<file path="config.mk">
export PLATFORM = sky130hd
export DESIGN_NAME = clkpll_sequencer
export DESIGN_NICKNAME = d
export VERILOG_FILES = /design/src/rtl/clkpll_pkg.sv /design/src/rtl/clkpll_dp.sv /design/src/rtl/clkpll_ctrl.sv /design/src/rtl/clkpll_sequencer.sv
export SDC_FILE = /design/constraint.sdc
export NUM_CORES = 1
export LEC_CHECK = 0
export ABC_CLOCK_PERIOD_IN_PS = 3500
export CAP_MARGIN = 5
export CELL_PAD_IN_SITES_DETAIL_PLACEMENT = 1
export CELL_PAD_IN_SITES_GLOBAL_PLACEMENT = 2
export CORE_ASPECT_RATIO = 1.1
export CORE_UTILIZATION = 38
export CTS_CLUSTER_SIZE = 25
export DETAILED_ROUTE_END_ITERATION = 16
export HOLD_SLACK_MARGIN = 0.02
export PLACE_DENSITY_LB_ADDON = 0.1
export SLEW_MARGIN = 5
export SYNTH_ARGS = -nofsm -noshare
export SYNTH_HDL_FRONTEND = slang
export SYNTH_SLANG_ARGS = --single-unit
</file>
<file path="constraint.sdc">
create_clock -name clk -period 3.5 [get_ports clk]
set_clock_uncertainty 0.2 [all_clocks]
set_input_delay 0.525 -clock clk [delete_from_list [all_inputs] [get_ports clk]]
set_output_delay 0.525 -clock clk [all_outputs]
set_load 0.005 [all_outputs]
</file>
<file path="src/rtl/clkpll_pkg.sv">
package clkpll_pkg;

  localparam logic [7:0] ADDR_MODE = 8'h38;
  localparam logic [7:0] ADDR_MAN  = 8'h39;
  localparam logic [7:0] ADDR_M    = 8'h3A;
  localparam logic [7:0] ADDR_N    = 8'h3B;
  localparam logic [7:0] ADDR_P    = 8'h3C;
  localparam int AUTO_BIT = 5;

  typedef enum logic [2:0] {
    SEQ_BOOT, SEQ_MAN, SEQ_DIS, SEQ_LOAD, SEQ_WAIT, SEQ_RUN
  } seqState_t;

  // control -> datapath
  typedef struct packed {
    logic loadDiv;
    logic cntEn;
    logic setMiss;
  } ctlStrobe_t;

  // datapath -> control
  typedef struct packed {
    logic autoNext;
    logic restart;
    logic timerDone;
    logic lockSync;
    logic swPd;
    logic swByp;
    logic swClkEn;
  } dpStatus_t;

endpackage

</file>
<file path="src/rtl/clkpll_dp.sv">
module clkpll_dp
  import clkpll_pkg::*;
#(
  parameter int M_W = 8,
  parameter int N_W = 6,
  parameter int P_W = 3,
  parameter int WAIT_CYC = 13500,
  parameter int SYNC_STAGES = 2
) (
  input  logic           clk,
  input  logic           rstN,
  input  logic           wrEn,
  input  logic [7:0]     wrAddr,
  input  logic [7:0]     wrData,
  input  logic           lockIn,
  input  ctlStrobe_t     strobe,
  output dpStatus_t      st,
  output logic           autoMode,
  output logic           lockStatus,
  output logic           lockMiss,
  output logic [M_W-1:0] divM,
  output logic [N_W-1:0] divN,
  output logic [P_W-1:0] divP
);
  localparam int CNT_W = $clog2(WAIT_CYC + 1);

  logic hitMode, hitMan, hitM, hitN, hitP, hitDiv;
  logic autoQ;
  logic [2:0] swQ;
  logic [M_W-1:0] regM;
  logic [N_W-1:0] regN;
  logic [P_W-1:0] regP;
  logic [SYNC_STAGES-1:0] syncQ;
  logic [CNT_W-1:0] cnt;

  assign hitMode = wrEn && (wrAddr == ADDR_MODE);
  assign hitMan  = wrEn && (wrAddr == ADDR_MAN);
  assign hitM    = wrEn && (wrAddr == ADDR_M);
  assign hitN    = wrEn && (wrAddr == ADDR_N);
  assign hitP    = wrEn && (wrAddr == ADDR_P);
  assign hitDiv  = hitM || hitN || hitP;

  assign st.autoNext  = hitMode ? wrData[AUTO_BIT] : autoQ;
  assign st.restart   = (hitDiv && st.autoNext) || (hitMode && wrData[AUTO_BIT] && !autoQ);
  assign st.timerDone = (cnt == CNT_W'(WAIT_CYC - 1));
  assign st.lockSync  = syncQ[SYNC_STAGES-1];
  assign st.swPd      = swQ[0];
  assign st.swByp     = swQ[1];
  assign st.swClkEn   = swQ[2];

  assign autoMode   = autoQ;
  assign lockStatus = syncQ[SYNC_STAGES-1];

  // software-visible registers
  always_ff @(posedge clk or negedge rstN) begin
    if (!rstN) begin
      autoQ <= 1'b1;
      swQ   <= 3'b111;
      regM  <= '0;
      regN  <= '0;
      regP  <= '0;
    end else begin
      if (hitMode) autoQ <= wrData[AUTO_BIT];
      if (hitMan)  swQ   <= wrData[2:0];
      if (hitM)    regM  <= wrData[M_W-1:0];
      if (hitN)    regN  <= wrData[N_W-1:0];
      if (hitP)    regP  <= wrData[P_W-1:0];
    end
  end

  // dividers handed to the PLL
  always_ff @(posedge clk or negedge rstN) begin
    if (!rstN) begin
      divM <= '0;
      divN <= '0;
      divP <= '0;
    end else if (strobe.loadDiv) begin
      divM <= regM;
      divN <= regN;
      divP <= regP;
    end
  end

  // lock synchronizer, lock-wait timer, miss flag
  always_ff @(posedge clk or negedge rstN) begin
    if (!rstN) begin
      syncQ    <= '0;
      cnt      <= '0;
      lockMiss <= 1'b0;
    end else begin
      syncQ <= {syncQ[SYNC_STAGES-2:0], lockIn};
      cnt   <= strobe.cntEn ? cnt + 1'b1 : '0;
      if (st.restart)        lockMiss <= 1'b0;
      else if (strobe.setMiss) lockMiss <= 1'b1;
    end
  end

endmodule

</file>
<file path="src/rtl/clkpll_ctrl.sv">
module clkpll_ctrl
  import clkpll_pkg::*;
(
  input  logic       clk,
  input  logic       rstN,
  input  dpStatus_t  st,
  output ctlStrobe_t strobe,
  output logic       pllPd,
  output logic       pllBypass,
  output logic       clkEnable
);
  seqState_t state, stateNext;

  always_ff @(posedge clk or negedge rstN) begin
    if (!rstN) state <= SEQ_BOOT;
    else       state <= stateNext;
  end

  always_comb begin
    stateNext = state;
    if (!st.autoNext)    stateNext = SEQ_MAN;
    else if (st.restart) stateNext = SEQ_DIS;
    else begin
      unique case (state)
        SEQ_BOOT, SEQ_MAN: stateNext = SEQ_DIS;
        SEQ_DIS:           stateNext = SEQ_LOAD;
        SEQ_LOAD:          stateNext = SEQ_WAIT;
        SEQ_WAIT:          stateNext = st.timerDone ? SEQ_RUN : SEQ_WAIT;
        SEQ_RUN:           stateNext = SEQ_RUN;
        default:           stateNext = SEQ_DIS;
      endcase
    end
  end

  always_comb begin
    strobe.loadDiv = (state == SEQ_LOAD) || (state == SEQ_MAN);
    strobe.cntEn   = (state == SEQ_WAIT);
    strobe.setMiss = (state == SEQ_WAIT) && st.timerDone && !st.lockSync
                     && (stateNext == SEQ_RUN);
    unique case (state)
      SEQ_MAN:           {pllPd, pllBypass, clkEnable} = {st.swPd, st.swByp, st.swClkEn};
      SEQ_DIS, SEQ_LOAD: {pllPd, pllBypass, clkEnable} = 3'b100;
      SEQ_WAIT:          {pllPd, pllBypass, clkEnable} = 3'b000;
      SEQ_RUN:           {pllPd, pllBypass, clkEnable} = 3'b001;
      default:           {pllPd, pllBypass, clkEnable} = 3'b111;
    endcase
  end

endmodule

</file>
<file path="src/rtl/clkpll_sequencer.sv">
module clkpll_sequencer
  import clkpll_pkg::*;
#(
  parameter int REF_KHZ = 27000,
  parameter int WAIT_US = 500,
  parameter int M_W = 8,
  parameter int N_W = 6,
  parameter int P_W = 3,
  parameter int SYNC_STAGES = 2
) (
  input  logic           clk,
  input  logic           rstN,
  input  logic           wrEn,
  input  logic [7:0]     wrAddr,
  input  logic [7:0]     wrData,
  input  logic           lockIn,
  output logic           pllPd,
  output logic           pllBypass,
  output logic           clkEnable,
  output logic           lockStatus,
  output logic           lockMiss,
  output logic [M_W-1:0] divM,
  output logic [N_W-1:0] divN,
  output logic [P_W-1:0] divP
);
  localparam int WAIT_CYC = (REF_KHZ * WAIT_US + 999) / 1000;

  ctlStrobe_t strobe;
  dpStatus_t  dpSt;
  logic        autoModeW;
  logic        restartW;
  logic [31:0] waitCycW;

  assign restartW = dpSt.restart;
  assign waitCycW = 32'(WAIT_CYC);

  clkpll_dp #(
    .M_W(M_W), .N_W(N_W), .P_W(P_W),
    .WAIT_CYC(WAIT_CYC), .SYNC_STAGES(SYNC_STAGES)
  ) u_dp (
    .clk(clk), .rstN(rstN), .wrEn(wrEn), .wrAddr(wrAddr), .wrData(wrData),
    .lockIn(lockIn), .strobe(strobe), .st(dpSt), .autoMode(autoModeW),
    .lockStatus(lockStatus), .lockMiss(lockMiss),
    .divM(divM), .divN(divN), .divP(divP)
  );

  clkpll_ctrl u_ctrl (
    .clk(clk), .rstN(rstN), .st(dpSt), .strobe(strobe),
    .pllPd(pllPd), .pllBypass(pllBypass), .clkEnable(clkEnable)
  );

endmodule

</file>
# Yosys cells after proc, flatten, opt, wreduce, memory -nomap -nowiden

Index checks and enable logic that the tools add are counted.

$add $sub $neg: 1
Eq/ne operators: 12
Mux-type cells: 11
Reductions and logical operators: 21

Operators with widths:

| cell                    | number |
|---|---|
| $eq A8 B6 Y1 const B    | 5 |
| $add A14 B1 Y14 const B | 1 |
| $eq A14 B14 Y1 const B  | 1 |
| $mux W14                | 1 |
| $pmux W3 S4             | 1 |
| $logic_and A1 B1 Y1     | 11 |
| $eq A3 B3 Y1 const B    | 3 |
| $eq A3 B2 Y1 const B    | 2 |
| $mux W3                 | 2 |
| $pmux W1 S2             | 3 |
| $logic_or A1 B1 Y1      | 4 |
| $mux W1                 | 4 |
| $reduce_or A4 Y1        | 1 |
| $eq A3 B1 Y1 const B    | 1 |
| $reduce_or A3 Y1        | 1 |
| $logic_not A1 Y1        | 2 |
| $reduce_bool A2 Y1      | 1 |
| $reduce_or A2 Y1        | 1 |

Register bits after elaboration: 58
Bits of input ports: 20
Output and inout port bits: 22
Logic and storage cells: 57

# Longest topological paths before layout

Depth after elaboration: 12
Gate-level depth with buffers: 6
Mapped depth without buffers: 5

# Hierarchy

Synthesis repeated with hierarchy kept, for this count alone.

Cells, all modules: 191
Area total of the unflattened synthesis: 2508.7 um^2

By module, submodules not included:

| module      | times used | cells each | area each (um^2) | sequential area each (um^2) |
|---|---|---|---|---|
| clkpll_dp   | 1          | 166        | 2302.2           | 1381.3 |
| clkpll_ctrl | 1          | 25         | 206.4            | 75.1 |

# Worst setup path after synthesis

OpenSTA, ideal clock, no wires.

Path kind: input-to-reg
From: in wrAddr[6]
To: reg u_dp.regM[0]
Setup time: 0.125 ns
Data arrival time: 1.612 ns
Data required time: 3.175 ns
Setup slack: 1.563 ns
Stages: 5
Path buffers: 1
Cells stage by stage: nand4bb_4 nor2_1 and3b_1 buf_2 mux2_2

Word-level cells in the longest chain between the ends: 2

RTL lines:

| element              | line                   | text |
|---|---|---|
| start, declared      | clkpll_sequencer.sv:14 | `input logic [7:0] wrAddr,` |
| $eq A8 B6 Y1         | clkpll_dp.sv:38        | `assign hitM = wrEn && (wrAddr == ADDR_M);` |
| $logic_and A1 B1 Y1  | clkpll_dp.sv:38        |  |
| end signal, assigned | clkpll_dp.sv:65        | `if (hitM) regM <= wrData[M_W-1:0];` |
| end, declared        | clkpll_dp.sv:30        | `logic [M_W-1:0] regM;` |

No other way between the ends.
A chain may end at the register's enable or synchronous reset.

# Final worst setup path

From: reg u_ctrl.state[0]
To: out clkEnable

Word-level cells in the longest chain between the ends: 3
Elaborated cells on any way between the ends: 6
Those cells by class: eq/ne (4); mux (1); reduce/logical (1)

RTL lines:

| element                                      | line                   | text |
|---|---|---|
| start, declared                              | clkpll_ctrl.sv:12      | `seqState_t state, stateNext;` |
| start signal, assigned                       | clkpll_ctrl.sv:16      | `else state <= stateNext;` |
| $eq A3 B3 Y1 or $eq A3 B2 Y1 (tied branches) | clkpll_ctrl.sv:40      | `unique case (state)` |
| $reduce_or A3 Y1 (no line)                   | -                      |  |
| $pmux W1 S2 (*)                              | clkpll_ctrl.sv:40      |  |
| end, declared                                | clkpll_sequencer.sv:19 | `output logic clkEnable,` |

Mark *: on every way between the ends. The rest lies on a longest branch, timed or not.

==> out/results.ini <==
[status]
status = complete, no violations

[cts]
post_cts_resize_count = 0
cts.sinks = 58
cts_tree = built
cts_made_buffers = 9
postCtsSetupRepairBufs = 0
cts.path.max_buffers = 2
holdBufCountCts = 0
worstSkewPairLatency_ns = 0.33
htreeDepth = 3
cts_root_buf = clkbuf_8
clk_pin_slew_worst_paths_ns = 0.07

[synth]
yosysUniqueCellTypes = 44
yosys_warnings = 0
synth-edff-count = 0
async_flop_share = 1.00
synthTopCellsByArea = dfrtp_1, mux2_2, dfstp_2, xor2_1, nor2_1
yosysSeqAreaShare = 0.576
ys_seq_elements = 58
syn-num-nets = 213
syn_inst = 192
ys.flop_type = dfrtp_1
postSynthAreaPerCell_um2 = 13.2
synth.largest_area_cell = dfrtp_1
synth_top_area_frac = 0.534
netlist_area_um2 = 2530

[timing]
finalCritPeriodShare = 0.684
worst_slew_pin_slew_ns = 0.719
slew_viol_final = 0
holdWs_ns = 0.127
fin_crit_ns = 2.40
setup_tns_ns = 0
hold_viol_final = 0
final-setup-viol-count = 0
slew_headroom = 0.521
clock.fmax_ghz = 0.417
rsz0062_at_grt = no

[placed_design]
port_buffers = 41
hpwl_mm = 3.74
gp_congestion = 0.828

[power]
max-vdd-ir-drop_v = 0.000200
p_per_area_nw_per_um2 = 491
p_leak_nw = 1.43

[critical_path]
required_ns = 2.77
rr_endpoint = u_dp.lockMiss
path_max_fanout = 8
rr_startpoint = u_ctrl.state[2]
worst_ep_arrival_time_ns = 1.67
cp-start-kind = register
ff2ff_setup_slack_ns = 1.42
reg2reg_depth = 4
critical_path_class = register to output pin
critPathCaptureType = output pin

[layout]
fillerInstances = 661
layout_common_cells = dfrtp_1, clkdlybuf4s50_1, mux2_2
drive_above_1_share = 0.273
diodes = 0
layout_commonest_cell = dfrtp_1
syn_to_final_growth_pct = 28.0
num-nets-final = 258

[drt]
avgRoutedWirePerCell_um = 16.5
dr.pass1.iters = 4
drt.antenna.violating_nets = 0
routed_wl_mm = 5.32
drt-initial-drc-count = 69
dr_total_vias = 1651
post_drt_via_cell_ratio = 5.13
route.detailed.drc = 0

[grt]
overflow = 0
grt_pass1_wl_mm = 9.00
grt_pass1_vias = 1837
antenna_found_initial = 0
grt_usage = 0.175
grt_max_degree = 59

[hold_path]
hold_class = input port to async pin

[floorplan]
core_area_um2 = 6310
initial_utilization = 0.401
die_y_um = 87.6
die_x_um = 79.8
rows = 30
ioPinCount = 42
dieArea_um2 = 6990

[flow_run]
max-cap-violations = 0

[cells in the mapped netlist, types with 2 or more instances]
| cell | n |
|---|---|
| nor2_1 | 17 |
| mux2_2 | 37 |
| clkbuf_1 | 2 |
| a21oi_1 | 2 |
| dfrtp_1 | 54 |
| o21ai_1 | 2 |
| xnor2_1 | 2 |
| nand4_1 | 3 |
| nand3_1 | 7 |
| o21ai_0 | 2 |
| and4_1 | 2 |
| inv_1 | 2 |
| nor3_1 | 2 |
| mux2i_1 | 2 |
| xor2_1 | 9 |
| dfstp_2 | 4 |
| nand3b_1 | 2 |
| buf_6 | 3 |
| nand2_1 | 7 |
| buf_2 | 4 |
| and3_1 | 2 |
| nor2b_1 | 3 |
[kinds of logic after synthesis]
kind of cell,count (synthesis),synth area share
AO/OA/AOI/OAI,15,0.0435
adder cells (fa/ha/maj),1,0.00494
AND/OR/NAND/NOR,57,0.138
XOR/XNOR,11,0.0381
buffers and inverters,11,0.0272
multiplexers,39,0.173
flip-flops,58,0.576
[through the flow]
step                      setup slack (ns)   util  cell area (um2)  std cells  total power, mW
after detailed placement             0.862  0.474             2990        306            0.839
after floorplan                       1.56      -             2530        192            0.760
after CTS                             1.06  0.513             3240        322             1.61
after global routing                 0.980  0.513             3240        322             1.65
final                                 1.10  0.513             3240        322             1.59
after global placement               0.987  0.474             2990        306            0.834
[critical path: stages, from the launching register on]
cell,delay [ns]
dfrtp_1,0.44
nor2b_1,0.16
o31ai_1,0.19
clkdlybuf4s50_1,0.55
[registers in the layout, indices dropped and copies added, names as in the netlist]
name           count
u_dp.cnt          14
u_dp.divM          8
u_dp.regM          8
u_dp.divN          6
u_dp.regN          6
u_ctrl.state       3
u_dp.divP          3
u_dp.regP          3
u_dp.swQ           3
u_dp.syncQ         2
u_dp.autoMode      1
u_dp.lockMiss      1
[final cells by class]
type | instances | area (um2) | share of cell area
Inverter | 2 | 7.51 | 0.00232
Clock buffer | 9 | 124 | 0.0383
Timing Repair Buffer | 43 | 420 | 0.130
Sequential cell | 58 | 1460 | 0.450
Tap cell | 80 | 100 | 0.0309
Clock inverter | 7 | 125 | 0.0386
Multi-Input combinational cell | 123 | 1000 | 0.310
[layer usage]
layer  track usage  up-vias  wire (um)  part of all wire
li1              -      768          -                 -
met1         0.210      832       2280              0.43
met2         0.293       40       2710              0.51
met3        0.0500       11        225             0.042
met4        0.0747        0        104             0.020
met5             0        -          0                 0
[where the power goes]
part           internal, mW  switching, mW  total (mW)
Clock                 0.479          0.286       0.764
Sequential            0.696         0.0142       0.710
Combinational        0.0694         0.0451       0.115
Total                  1.24          0.345        1.59
[worst max-delay path by stage]
| stage | from | to | slack, ns | cells after the start |
|---|---|---|---|---|
| after floorplan | wrAddr[6] | u_dp.regM[0] | 1.56 | 5 |
| after CTS | u_ctrl.state[0] | clkEnable | 1.06 | 3 |
| after global placement | wrAddr[2] | u_dp.regM[6] | 0.99 | 5 |
| after detailed placement | wrAddr[2] | u_dp.regM[3] | 0.86 | 5 |
| after global routing | u_ctrl.state[0] | clkEnable | 0.98 | 3 |
| final | u_ctrl.state[0] | clkEnable | 1.10 | 3 |
Power figures use the tool's default switching activity.
